## src/rtl/wdt_match_pkg.sv

```systemverilog
// Package: register selectors, bit positions and pin-control encodings
// shared by the watchdog modules and the bench.
package wdt_match_pkg;

    localparam int BUS_AW = 5;

    typedef enum logic [2:0] {
        RG_FLAG  = 3'd0,
        RG_CTRL  = 3'd1,
        RG_COUNT = 3'd2,
        RG_ACT   = 3'd3,
        RG_CMP   = 3'd4,
        RG_PIN   = 3'd5,
        RG_WIDTH = 3'd6,
        RG_CAUSE = 3'd7
    } reg_sel_e;

    localparam int CT_RUN  = 0;
    localparam int CT_ZERO = 1;
    localparam int CT_DBG  = 2;

    localparam int AC_IRQ  = 0;
    localparam int AC_STOP = 2;
    localparam int AC_INT  = 3;
    localparam int AC_EXT  = 4;
    localparam int AC_FINT = 5;
    localparam int AC_FEXT = 6;

    typedef enum logic [1:0] {
        PM_HOLD   = 2'd0,
        PM_LOW    = 2'd1,
        PM_HIGH   = 2'd2,
        PM_TOGGLE = 2'd3
    } pin_mode_e;

endpackage

```

## src/rtl/wdt_count_unit.sv

```systemverilog
// Count unit: up-counter with hold-at-zero, bus load and compare.
// Assumes run already folds in enable, zero-hold and debug freeze.
// hit is combinational; the caller registers any effect of it.
module wdt_count_unit #(
    parameter int CNT_W = 32
) (
    input  logic             clk,
    input  logic             rst_n,
    input  logic             run,
    input  logic             hold_zero,
    input  logic             stop_on_hit,
    input  logic             load,
    input  logic [CNT_W-1:0] load_val,
    input  logic [CNT_W-1:0] cmp_val,
    output logic [CNT_W-1:0] cnt,
    output logic             hit
);

    // compare is only meaningful while the count is moving
    assign hit = run && (cnt == cmp_val);

    // count update: zero-hold, then bus load, then stop-on-hit, then step
    always_ff @(posedge clk) begin
        if (!rst_n)
            cnt <= '0;
        else if (hold_zero)
            cnt <= '0;
        else if (load)
            cnt <= load_val;
        else if (hit && stop_on_hit)
            cnt <= '0;
        else if (run)
            cnt <= cnt + 1'b1;
    end

endmodule

```

## src/rtl/wdt_pulse_gen.sv

```systemverilog
// Pulse generator: on any trigger while idle, latches which channels
// fired and holds them high for width+1 clocks. Triggers during an
// active pulse are dropped (no retrigger, no channel added).
module wdt_pulse_gen #(
    parameter int PULSE_W = 16,
    parameter int N_CH    = 2
) (
    input  logic               clk,
    input  logic               rst_n,
    input  logic [N_CH-1:0]    trig,
    input  logic [PULSE_W-1:0] width,
    output logic               active,
    output logic [PULSE_W-1:0] left,
    output logic               started,
    output logic [N_CH-1:0]    rst_out
);

    assign started = (|trig) && !active;

    // remaining-length counter and active flag
    always_ff @(posedge clk) begin
        if (!rst_n) begin
            active <= 1'b0;
            left   <= '0;
        end else if (started) begin
            active <= 1'b1;
            left   <= width;
        end else if (active) begin
            if (left == '0)
                active <= 1'b0;
            else
                left <= left - 1'b1;
        end
    end

    for (genvar ch = 0; ch < N_CH; ch++) begin : g_ch
        logic sel_q;
        // channel selection captured at pulse start
        always_ff @(posedge clk) begin
            if (!rst_n)
                sel_q <= 1'b0;
            else if (started)
                sel_q <= trig[ch];
        end
        assign rst_out[ch] = active && sel_q;
    end

endmodule

```

## src/rtl/wdt_pin_ctl.sv

```systemverilog
// Match pin control: holds a mode and a pin state. A match applies the
// mode (hold/low/high/toggle) and wins over a bus write in that cycle.
module wdt_pin_ctl
    import wdt_match_pkg::*;
(
    input  logic       clk,
    input  logic       rst_n,
    input  logic       hit,
    input  logic       wr,
    input  logic [1:0] wr_mode,
    input  logic       wr_state,
    output logic [1:0] mode,
    output logic       state
);

    pin_mode_e mode_q;
    logic      state_nxt;

    assign mode = mode_q;

    // next pin state: match effect first, then bus write
    always_comb begin
        state_nxt = wr ? wr_state : state;
        if (hit) begin
            unique case (mode_q)
                PM_LOW:    state_nxt = 1'b0;
                PM_HIGH:   state_nxt = 1'b1;
                PM_TOGGLE: state_nxt = ~state;
                default:   state_nxt = wr ? wr_state : state;
            endcase
        end
    end

    // mode and pin state registers
    always_ff @(posedge clk) begin
        if (!rst_n) begin
            mode_q <= PM_HOLD;
            state  <= 1'b0;
        end else begin
            if (wr)
                mode_q <= pin_mode_e'(wr_mode);
            state <= state_nxt;
        end
    end

endmodule

```

## src/rtl/wdt_match_timer.sv

```systemverilog
// Watchdog top: register file, read mux and wiring of the count unit,
// pulse generator and pin control. por_n clears all state; sys_rst_n
// clears all but the reset-cause bit. Both resets are synchronous.
// Assumes CNT_W <= DATA_W and PULSE_W <= DATA_W.
module wdt_match_timer
    import wdt_match_pkg::*;
#(
    parameter int DATA_W  = 32,
    parameter int CNT_W   = 32,
    parameter int PULSE_W = 16
) (
    input  logic              clk,
    input  logic              por_n,
    input  logic              sys_rst_n,
    input  logic              dbg_halt,
    input  logic              bus_we,
    input  logic [BUS_AW-1:0] bus_addr,
    input  logic [DATA_W-1:0] bus_wdata,
    output logic [DATA_W-1:0] bus_rdata,
    output logic              irq,
    output logic              match_out,
    output logic              rst_int_o,
    output logic              rst_ext_o
);

    localparam int N_CH = 2;

    logic               rst_n;
    reg_sel_e           sel;
    logic               locked;
    logic [2:0]         ctrl_q;
    logic [4:0]         act_q;
    logic [CNT_W-1:0]   cmp_q;
    logic [PULSE_W-1:0] width_q;
    logic               flag_q;
    logic               cause_q;
    logic [CNT_W-1:0]   cnt;
    logic               hit;
    logic               run;
    logic [N_CH-1:0]    trig;
    logic               pulse_active;
    logic [PULSE_W-1:0] pulse_left;
    logic               pulse_started;
    logic [N_CH-1:0]    rst_lines;
    logic [1:0]         pin_mode;
    logic               wr_flag, wr_ctrl, wr_count, wr_act, wr_cmp, wr_pin, wr_width;
    logic               unused_bits;

    assign rst_n  = por_n && sys_rst_n;
    assign sel    = reg_sel_e'(bus_addr[4:2]);
    assign locked = pulse_active;

    assign wr_flag  = bus_we && (sel == RG_FLAG);
    assign wr_ctrl  = bus_we && (sel == RG_CTRL) && !locked;
    assign wr_count = bus_we && (sel == RG_COUNT) && !locked;
    assign wr_act   = bus_we && (sel == RG_ACT);
    assign wr_cmp   = bus_we && (sel == RG_CMP);
    assign wr_pin   = bus_we && (sel == RG_PIN);
    assign wr_width = bus_we && (sel == RG_WIDTH);

    assign unused_bits = ^{bus_addr[1:0], bus_wdata};

    assign run = ctrl_q[CT_RUN] && !ctrl_q[CT_ZERO] && !(ctrl_q[CT_DBG] && dbg_halt);

    // control register: bus write, or run bit dropped by a stopping match
    always_ff @(posedge clk) begin
        if (!rst_n)
            ctrl_q <= '0;
        else if (wr_ctrl)
            ctrl_q <= bus_wdata[2:0];
        else if (hit && act_q[AC_STOP])
            ctrl_q[CT_RUN] <= 1'b0;
    end

    // match action, compare value and pulse width registers
    always_ff @(posedge clk) begin
        if (!rst_n) begin
            act_q   <= '0;
            cmp_q   <= '0;
            width_q <= '0;
        end else begin
            if (wr_act)
                act_q <= {bus_wdata[AC_EXT:AC_STOP], 1'b0, bus_wdata[AC_IRQ]};
            if (wr_cmp)
                cmp_q <= bus_wdata[CNT_W-1:0];
            if (wr_width)
                width_q <= bus_wdata[PULSE_W-1:0];
        end
    end

    // match flag: set by a match, cleared by writing 1; set wins
    always_ff @(posedge clk) begin
        if (!rst_n)
            flag_q <= 1'b0;
        else if (hit)
            flag_q <= 1'b1;
        else if (wr_flag && bus_wdata[0])
            flag_q <= 1'b0;
    end

    // reset-cause bit: only power-on reset clears it
    always_ff @(posedge clk) begin
        if (!por_n)
            cause_q <= 1'b0;
        else if (pulse_started)
            cause_q <= 1'b1;
    end

    wdt_count_unit #(.CNT_W(CNT_W)) u_count (
        .clk         (clk),
        .rst_n       (rst_n),
        .run         (run),
        .hold_zero   (ctrl_q[CT_ZERO]),
        .stop_on_hit (act_q[AC_STOP]),
        .load        (wr_count),
        .load_val    (bus_wdata[CNT_W-1:0]),
        .cmp_val     (cmp_q),
        .cnt         (cnt),
        .hit         (hit)
    );

    assign trig[0] = (hit && act_q[AC_INT]) || (wr_act && bus_wdata[AC_FINT]);
    assign trig[1] = (hit && act_q[AC_EXT]) || (wr_act && bus_wdata[AC_FEXT]);

    wdt_pulse_gen #(.PULSE_W(PULSE_W), .N_CH(N_CH)) u_pulse (
        .clk     (clk),
        .rst_n   (rst_n),
        .trig    (trig),
        .width   (width_q),
        .active  (pulse_active),
        .left    (pulse_left),
        .started (pulse_started),
        .rst_out (rst_lines)
    );

    wdt_pin_ctl u_pin (
        .clk      (clk),
        .rst_n    (rst_n),
        .hit      (hit),
        .wr       (wr_pin),
        .wr_mode  (bus_wdata[5:4]),
        .wr_state (bus_wdata[0]),
        .mode     (pin_mode),
        .state    (match_out)
    );

    assign rst_int_o = rst_lines[0];
    assign rst_ext_o = rst_lines[1];
    assign irq       = flag_q && act_q[AC_IRQ];

    // read mux
    always_comb begin
        bus_rdata = '0;
        unique case (sel)
            RG_FLAG:  bus_rdata = DATA_W'(flag_q);
            RG_CTRL:  bus_rdata = DATA_W'(ctrl_q);
            RG_COUNT: bus_rdata = DATA_W'(cnt);
            RG_ACT:   bus_rdata = DATA_W'(act_q);
            RG_CMP:   bus_rdata = DATA_W'(cmp_q);
            RG_PIN:   bus_rdata = DATA_W'({pin_mode, 3'b000, match_out});
            RG_WIDTH: bus_rdata = DATA_W'(width_q);
            RG_CAUSE: bus_rdata = DATA_W'(cause_q);
            default:  bus_rdata = '0;
        endcase
    end

endmodule

```

## config.mk

```make
export PLATFORM = sky130hd
export DESIGN_NAME = wdt_match_timer
export DESIGN_NICKNAME = d
export VERILOG_FILES = /design/src/rtl/wdt_match_pkg.sv /design/src/rtl/wdt_count_unit.sv /design/src/rtl/wdt_pulse_gen.sv /design/src/rtl/wdt_pin_ctl.sv /design/src/rtl/wdt_match_timer.sv
export SDC_FILE = /design/constraint.sdc
export NUM_CORES = 1
export LEC_CHECK = 0
export ABC_AREA = 1
export BUFFER_PORTS_ARGS = -buffer_cell sky130_fd_sc_hd__buf_2
export CELL_PAD_IN_SITES_DETAIL_PLACEMENT = 1
export CELL_PAD_IN_SITES_GLOBAL_PLACEMENT = 1
export CORE_UTILIZATION = 44
export DETAILED_ROUTE_END_ITERATION = 16
export PLACE_DENSITY_LB_ADDON = 0.25
export SLEW_MARGIN = 20
export SYNTH_ARGS = -nofsm -noshare
export SYNTH_HDL_FRONTEND = slang
export SYNTH_SLANG_ARGS = --single-unit
```

## constraint.sdc

```tcl
create_clock -name clk -period 6.95 [get_ports clk]
set_clock_uncertainty 0.15 [all_clocks]
set_input_delay 2.085 -clock clk [delete_from_list [all_inputs] [get_ports clk]]
set_output_delay 2.085 -clock clk [all_outputs]
set_load 0.02 [all_outputs]
```

==> impl_metrics.json, run 1 <==
{
  "avgSynthCellArea_sq_um": 6.46,
  "holdPathStages": 2,
  "max_cap_viol_count": 0,
  "min_period_ps": 6140,
  "rsz0062_at_grt": "false",
  "via_per_inst": 5.63,
  "setup_tns_ps": 0,
  "drcViolationCount": 0,
  "slew_headroom_pct": 30.6,
  "std_cell_rows": 46,
  "power_density_mw_per_mm2": 168,
  "synth_simple_gate_area_share_pct": 32.3,
  "cp-end-kind": "output port",
  "final_util_pct": 49.5,
  "finalSetupViolations": 0,
  "synth-seq-cells": 111,
  "synthArstFlopShare_pct": 0,
  "arrival_ps": 3910,
  "antenna_found_initial": 0,
  "critPathRequiredTime_ps": 4720,
  "fmax_mhz": 163,
  "clk-insertion-delay-late_ps": 380,
  "synth_fa_ha_area_share_pct": 0.529,
  "r2r_slack_ps": 3850,
  "hold_class": "flip-flop to flip-flop",
  "area_growth_pct": 10.4,
  "die_y_um": 129,
  "drive_gt1_share_pct": 13.9,
  "die_area_sq_mm": 0.0166,
  "nets": 1186,
  "worstSetupPathType": "input port to output port",
  "io_pins": 78,
  "synth.area.top_cells": "dfxtp_1 31%, nand2_1 13%, inv_1 7.6%",
  "synth_xor_area_share_pct": 5.68,
  "grt_pass1_vias": 7782,
  "leakagePower_uw": 0.00324,
  "postCtsSetupBuffers": 0,
  "synth_top_cells_by_count": "252 x nand2_1, 143 x inv_1, 111 x dfxtp_1, 88 x a21oi_1, 84 x o21ai_0",
  "cts_buffers": 9,
  "grt_pass1_wl_mm": 40.7,
  "yosysUniqueCellTypes": 44,
  "hpwlAfterDp_mm": 18.5,
  "clock_path_buffers": 2,
  "start_kind": "input port",
  "core-area_sq_mm": 0.0158,
  "fillCellCount": 2175,
  "yosys.area.top_type": "dfxtp_1",
  "synth_cells": 1098,
  "io_buffers": 75,
  "muxShareOfSynthArea_pct": 0,
  "vias": 7661,
  "cts-hold-fix-buffers": 0,
  "start_util_pct": 44.8,
  "drv_slew": 0,
  "path_max_fanout": 17,
  "h-tree-depth": 3,
  "syn-num-nets": 1143,
  "grt_start_max_net_pins": 65,
  "worstHoldStart": "u_pulse.g_ch[1].sel_q",
  "cts_tree": "done",
  "drtAntennaViolNets": 0,
  "antenna_cells": 0,
  "synth.top_cell.area_share_pct": 31.3,
  "worstHoldEndpoint": "u_pulse.g_ch[1].sel_q",
  "post_drt_wl_per_cell_um": 18.4,
  "clk_pin_slew_worst_paths_ps": 80,
  "min_period_over_period_pct": 88.4,
  "cts.sinks": 111,
  "track_usage_pct": 31.8,
  "status": "finished, final reports clean",
  "ys.warnings.count": 0,
  "ys_seq_area_share_pct": 31.3,
  "cts_resized": 0,
  "drt-total-wl_mm": 25.0,
  "ir_worst_vdd_mv": 0.134,
  "root_buffer": "clkbuf_16",
  "die_w_um": 129,
  "ff2ff_path_depth": 8,
  "reg2reg_from": "ctrl_q[1]",
  "register_area_sq_mm": 0.00222,
  "yosysMostFrequentCell": "nand2_1",
  "multi_input_area_sq_mm": 0.00404,
  "netlist_area_sq_mm": 0.00709,
  "reg2reg_to": "u_count.cnt[13]",
  "ys.flop_type": "dfxtp_1",
  "synth_compound_area_share_pct": 18.3,
  "worst_pin_slew_ps": 1030,
  "synth_edf_count": 0,
  "drt_iter0_markers": 427,
  "overflow": 0,
  "place_congestion": 0.970,
  "synth_top_family_by_area": "simple AND/OR/NAND/NOR gates",
  "final-hold-violation-count": 0,
  "first_pass_iters": 5
}
-- power by group --
group	switching (uW)	leakage, uW	internal, uW
logic	97.6	0.00221	44.0
clock network	277	0.000134	248
registers	7.09	0.000896	643
-- through the flow --
step                std cells  worst slack, ps  instance area (sq um)  total power, uW  hold WS [ps]
CTS                      1361              898                   7830             1320           324
detailed placement       1346              906                   7550              805           312
floorplan                1098             1520                   7090              755           289
global route             1361              670                   7830             1360           342
finish                   1361              805                   7830             1320           320
global placement         1346              984                   7550              801           303
-- worst max path at each step --
| stage | end | slack, ps | startpoint |
|---|---|---|---|
| 6_report | bus_rdata[1] | 810 | bus_addr[3] |
| 5_1_grt | bus_rdata[1] | 670 | bus_addr[3] |
| 4_1_cts | bus_rdata[19] | 900 | bus_addr[2] |
| 3_5_place_dp | bus_rdata[19] | 910 | bus_addr[2] |
| 3_3_place_gp | bus_rdata[1] | 980 | bus_addr[3] |
| 2_1_floorplan | bus_rdata[17] | 1520 | bus_addr[3] |
-- placed cells by master, fill, tap and decap left out, types with 4 or more instances in the layout --
master,Yosys,final
nand2_1,252,251
inv_1,143,142
dfxtp_1,111,111
a21oi_1,88,88
o21ai_0,84,84
buf_2,8,75
nor2_1,74,74
nand3_1,49,49
nand4_1,47,47
xor2_1,34,34
nor3_1,25,25
o22ai_1,19,19
inv_2,15,15
nand2_2,13,13
a31oi_1,13,13
xnor2_1,12,12
o221ai_1,12,12
nand3_2,9,9
clkbuf_16,0,9
buf_4,2,7
a21oi_2,6,6
nor3_2,6,6
nor4_1,6,6
nor2_4,5,5
a221oi_1,4,4
-- flip-flops by register name, summed over array words and instances, names as in the netlist --
register            count
act_q                   4
cause_q                 1
cmp_q                  32
ctrl_q                  3
flag_q                  1
u_count.cnt            32
u_pin.mode              2
u_pin.state             1
u_pulse.active          1
u_pulse.g_ch.sel_q      2
u_pulse.left           16
width_q                16
-- layer usage --
metal / vias to the layer above / GRT usage [%] / routed length, um
met4: 0 / 12.3 / 769
met2: 155 / 56.2 / 12400
met3: 52 / 4.86 / 897
met1: 3738 / 38.6 / 11000
li1: 3716 / - / -
met5: - / 0 / 0
-- area by class of cell --
| cell class | count | share of cell area [%] |
|---|---|---|
| clock buffers | 9 | 2.87 |
| well taps | 216 | 3.45 |
| flip-flops and latches | 111 | 28.4 |
| multi-input cells | 778 | 51.5 |
| clock inverters | 6 | 0.687 |
| repair buffers | 82 | 5.46 |
| inverters | 159 | 7.62 |
-- cell families after synthesis --
kind of cell             Yosys count
buffers and inverters            209
AO/OA/AOI/OAI                    231
flip-flops                       111
adder cells (fa/ha/maj)            3
XOR/XNOR                          46
AND/OR/NAND/NOR                  498
-- critical path, cell delays in order --
cell	delay (ps)
buf_2	130
nor2_1	120
inv_1	70
nor2_1	290
inv_1	370
buf_4	320
o22ai_1	190
a221o_1	150
buf_2	160
No activity file was read; power rests on OpenSTA's default activity.
==> run 2, diff against run 1 <==
CORE_UTILIZATION = 25   (was 44)
==> impl_metrics.json, run 2 (same netlist as run 1, synthesis figures left out) <==
{
  "track_usage_pct": 19.4,
  "slowest_delay_ps": 370,
  "grt_pass1_wl_mm": 43.1,
  "core-area_sq_mm": 0.0279,
  "vias": 7421,
  "cp-end-kind": "output port",
  "worstSetupPathType": "input port to output port",
  "hold_class": "flip-flop to flip-flop",
  "drv_slew": 0,
  "status": "finished, final reports clean",
  "grt_pass1_vias": 7371,
  "drtAntennaViolNets": 0,
  "critPathRequiredTime_ps": 4720,
  "cts_tree": "done",
  "cts_resized": 0,
  "path_max_fanout": 18,
  "overflow": 0,
  "holdPathStages": 2,
  "final_cell_mix": "251 x nand2_1, 142 x inv_1, 111 x dfxtp_1",
  "antenna_cells": 0,
  "pre_cts_ws_ps": 839,
  "cts-hold-fix-buffers": 0,
  "root_buffer": "clkbuf_16",
  "nets": 1188,
  "final-hold-violation-count": 0,
  "place_congestion": 0.876,
  "reg_top3": "cmp_q x32, u_count.cnt x32",
  "clock_path_buffers": 2,
  "hold_slack_ps": 321,
  "cp_slowest_cell": "inv_1",
  "first_pass_iters": 7,
  "die_w_um": 170,
  "start_kind": "input port",
  "finalInstanceArea_sq_mm": 0.00807,
  "layout_commonest_cell": "nand2_1",
  "start_util_pct": 25.5,
  "post_drt_wl_per_cell_um": 17.9,
  "leakagePower_uw": 0.00325,
  "postCtsSetupBuffers": 0,
  "io_buffers": 75,
  "drive_gt1_share_pct": 14.2,
  "rsz0062_at_grt": "false",
  "ff2ff_path_depth": 8,
  "die_area_sq_mm": 0.0291,
  "cts_buffers": 9,
  "power_density_mw_per_mm2": 166,
  "power_uw": 1340,
  "area_growth_pct": 13.7,
  "cts.sinks": 111,
  "via_per_inst": 4.86,
  "clk-insertion-delay-late_ps": 370,
  "std_cell_rows": 61,
  "drcViolationCount": 0,
  "clk_pin_slew_worst_paths_ps": 80,
  "max_cap_viol_count": 0,
  "setup_slack_ps": 841,
  "die_y_um": 170,
  "hpwlAfterDp_mm": 20.7,
  "placed_area_sq_mm": 0.00777,
  "min_period_ps": 6110,
  "finalSetupViolations": 0,
  "fmax_mhz": 164,
  "io_pins": 78,
  "grt_start_max_net_pins": 65,
  "drt-total-wl_mm": 27.3,
  "drt_iter0_markers": 429,
  "setup_tns_ps": 0,
  "worst_pin_slew_ps": 934,
  "h-tree-depth": 3,
  "antenna_found_initial": 0,
  "slew_headroom_pct": 37.6,
  "path_cells": "buf_2, nor2_1, inv_1, nor2_1, inv_1, buf_4, o22ai_1, a221o_1, buf_2",
  "min_period_over_period_pct": 87.9,
  "ir_worst_vdd_mv": 0.117,
  "arrival_ps": 3870
}
run 2: routing by layer:
metal / up-vias / global-route usage (%) / part of all wire, %
li1: 3709 / - / -
met1: 3572 / 25.6 / 48
met2: 121 / 33.7 / 48
met3: 19 / 2.23 / 2.8
met4: 0 / 4.03 / 1.3
met5: - / 0 / 0
run 2: stage by stage:
step | util, % | instances
after floorplan | - | 1098
after global placement | 27.9 | 1510
after global routing | 29.0 | 1526
after CTS | 29.0 | 1526
final | 29.0 | 1526
after detailed placement | 27.9 | 1510
run 2: cell type report:
type / count / area, sq um
Fill cell: 3580 / 19800
Multi-Input combinational cell: 778 / 4030
Sequential cell: 111 / 2220
Inverter: 159 / 597
Tap cell: 378 / 473
Timing Repair Buffer: 84 / 443
Clock buffer: 10 / 239
Clock inverter: 6 / 61.3
run 2: where the power goes:
part           switching (uW)  internal [uW]
Sequential               7.43            643
Clock                     283            263
Combinational            99.1           44.4
run 2: path summary, 6_finish.rpt:
path	start	endpoint	slack [ps]
min reg2reg	u_pulse.g_ch[1].sel_q	u_pulse.g_ch[1].sel_q	320
max reg2reg	ctrl_q[2]	u_count.cnt[24]	3980
min	u_pulse.g_ch[1].sel_q	u_pulse.g_ch[1].sel_q	320
max	bus_addr[3]	bus_rdata[1]	840
run 2: critical path: cells and delay by family:
kind | cells | cell delay, ps
buf+inv | 5 | 1070
simple gates | 2 | 370
compound gates | 2 | 340
==> run 3, diff against run 2 <==
PLACE_DENSITY = 0.5   (was default)
PLACE_DENSITY_LB_ADDON = default   (was 0.25)
==> impl_metrics.json, run 3 (same netlist as run 1, synthesis figures left out) <==
{
  "status": "finished, final reports clean",
  "hpwlAfterDp_mm": 21.6,
  "cp-end-kind": "output port",
  "drt_iter0_markers": 332,
  "drcViolationCount": 0,
  "fmax_mhz": 164,
  "die_area_sq_mm": 0.0291,
  "grt_pass1_wl_mm": 45.2,
  "min_period_ps": 6090,
  "layout_commonest_cell": "nand2_1",
  "rsz0062_at_grt": "false",
  "post_drt_wl_per_cell_um": 18.9,
  "worst_pin_slew_ps": 1060,
  "antenna_cells": 0,
  "critPathRequiredTime_ps": 4720,
  "overflow": 0,
  "start_util_pct": 25.5,
  "place_congestion": 0.856,
  "io_pins": 78,
  "io_buffers": 75,
  "clk_pin_slew_worst_paths_ps": 90,
  "die_w_um": 170,
  "clk-insertion-delay-late_ps": 370,
  "slew_headroom_pct": 29.0,
  "max_cap_viol_count": 0,
  "final-hold-violation-count": 0,
  "vias": 7406,
  "fillCellCount": 3566,
  "worstSetupStartpoint": "bus_addr[3]",
  "reg_top3": "cmp_q x32, u_count.cnt x32",
  "final_util_pct": 29.1,
  "cts_tree": "done",
  "h-tree-depth": 3,
  "reg2reg_from": "ctrl_q[2]",
  "worstHoldStart": "u_pulse.g_ch[1].sel_q",
  "grt_pass1_vias": 7563,
  "first_pass_iters": 4,
  "root_buffer": "clkbuf_16",
  "finalSetupViolations": 0,
  "min_period_over_period_pct": 87.6,
  "std_cell_rows": 61,
  "area_growth_pct": 14.3,
  "power_density_mw_per_mm2": 173,
  "core-area_sq_mm": 0.0279,
  "cts-hold-fix-buffers": 0,
  "grt_start_max_net_pins": 65,
  "postCtsSetupBuffers": 0,
  "ir_worst_vdd_mv": 0.120,
  "drtAntennaViolNets": 0,
  "cts_buffers": 9,
  "drt-total-wl_mm": 28.8,
  "clock_path_buffers": 2,
  "cts.sinks": 111,
  "setup_tns_ps": 0,
  "leakagePower_uw": 0.00328,
  "hold_class": "flip-flop to flip-flop",
  "antenna_found_initial": 0,
  "drv_slew": 0,
  "die_y_um": 170,
  "start_kind": "input port",
  "final_cell_mix": "251 x nand2_1, 143 x inv_1, 111 x dfxtp_1",
  "path_max_fanout": 17,
  "drive_gt1_share_pct": 14.2,
  "via_per_inst": 4.85,
  "cts_resized": 0,
  "arrival_ps": 3850,
  "worstSetupPathType": "input port to output port",
  "track_usage_pct": 20.6,
  "nets": 1190
}
==> run 3: cell count changes in the layout (fill, tap and decap cells not counted), sizes merged <==
cell / change
buf: +2
bufinv: +2
clkbuf: +1
clkinv: -1
clkinvlp: -1
inv: -1
==> run 3: worst paths after layout <==
path,end,depth (start not counted),slack (ps)
setup / recovery,bus_rdata[1],9,860
hold / removal,u_pulse.g_ch[1].sel_q,2,320
setup reg to reg,u_count.cnt[14],8,3820
hold reg to reg,u_pulse.g_ch[1].sel_q,2,320
==> run 3: metal layers <==
layer | global-route usage, % | share of wire, % | vias up
li1 | - | - | 3710
met1 | 27.0 | 48 | 3563
met2 | 34.9 | 47 | 101
met3 | 2.58 | 2.8 | 32
met4 | 6.42 | 2.4 | 0
met5 | 0 | 0 | -
==> run 3: cell type report <==
type	instances	area, sq um	area share [%]
multi-input combinational	778	4030	49.7
sequential	111	2220	27.4
inverter	159	597	7.36
tap	378	473	5.83
timing repair buffer	86	458	5.65
clock buffer	11	243	2.99
clock inverter	5	86.3	1.06
==> run 3: stage by stage <==
stage / worst slack, ps / total power (uW) / cells / hold WS [ps] / instance area [sq um]
finish: 863 / 1400 / 1528 / 318 / 8110
global route: 740 / 1460 / 1528 / 343 / 8110
floorplan: 1520 / 755 / 1098 / 289 / 7090
CTS: 840 / 1430 / 1528 / 326 / 8110
global placement: 856 / 812 / 1512 / 304 / 7780
detailed placement: 839 / 813 / 1512 / 313 / 7780
==> run 3: report_power, final <==
part	internal (uW)	switching [uW]
logic	44.6	101
clock network	331	277
registers	643	7.33
total	1020	385
==> run 3: worst max-delay path, stage by stage <==
cell     delay (ps)
buf_2           130
nor2_1           50
inv_1            80
nor2_1           90
inv_1           480
buf_4           370
o22ai_1         120
a221o_1         280
buf_2           170
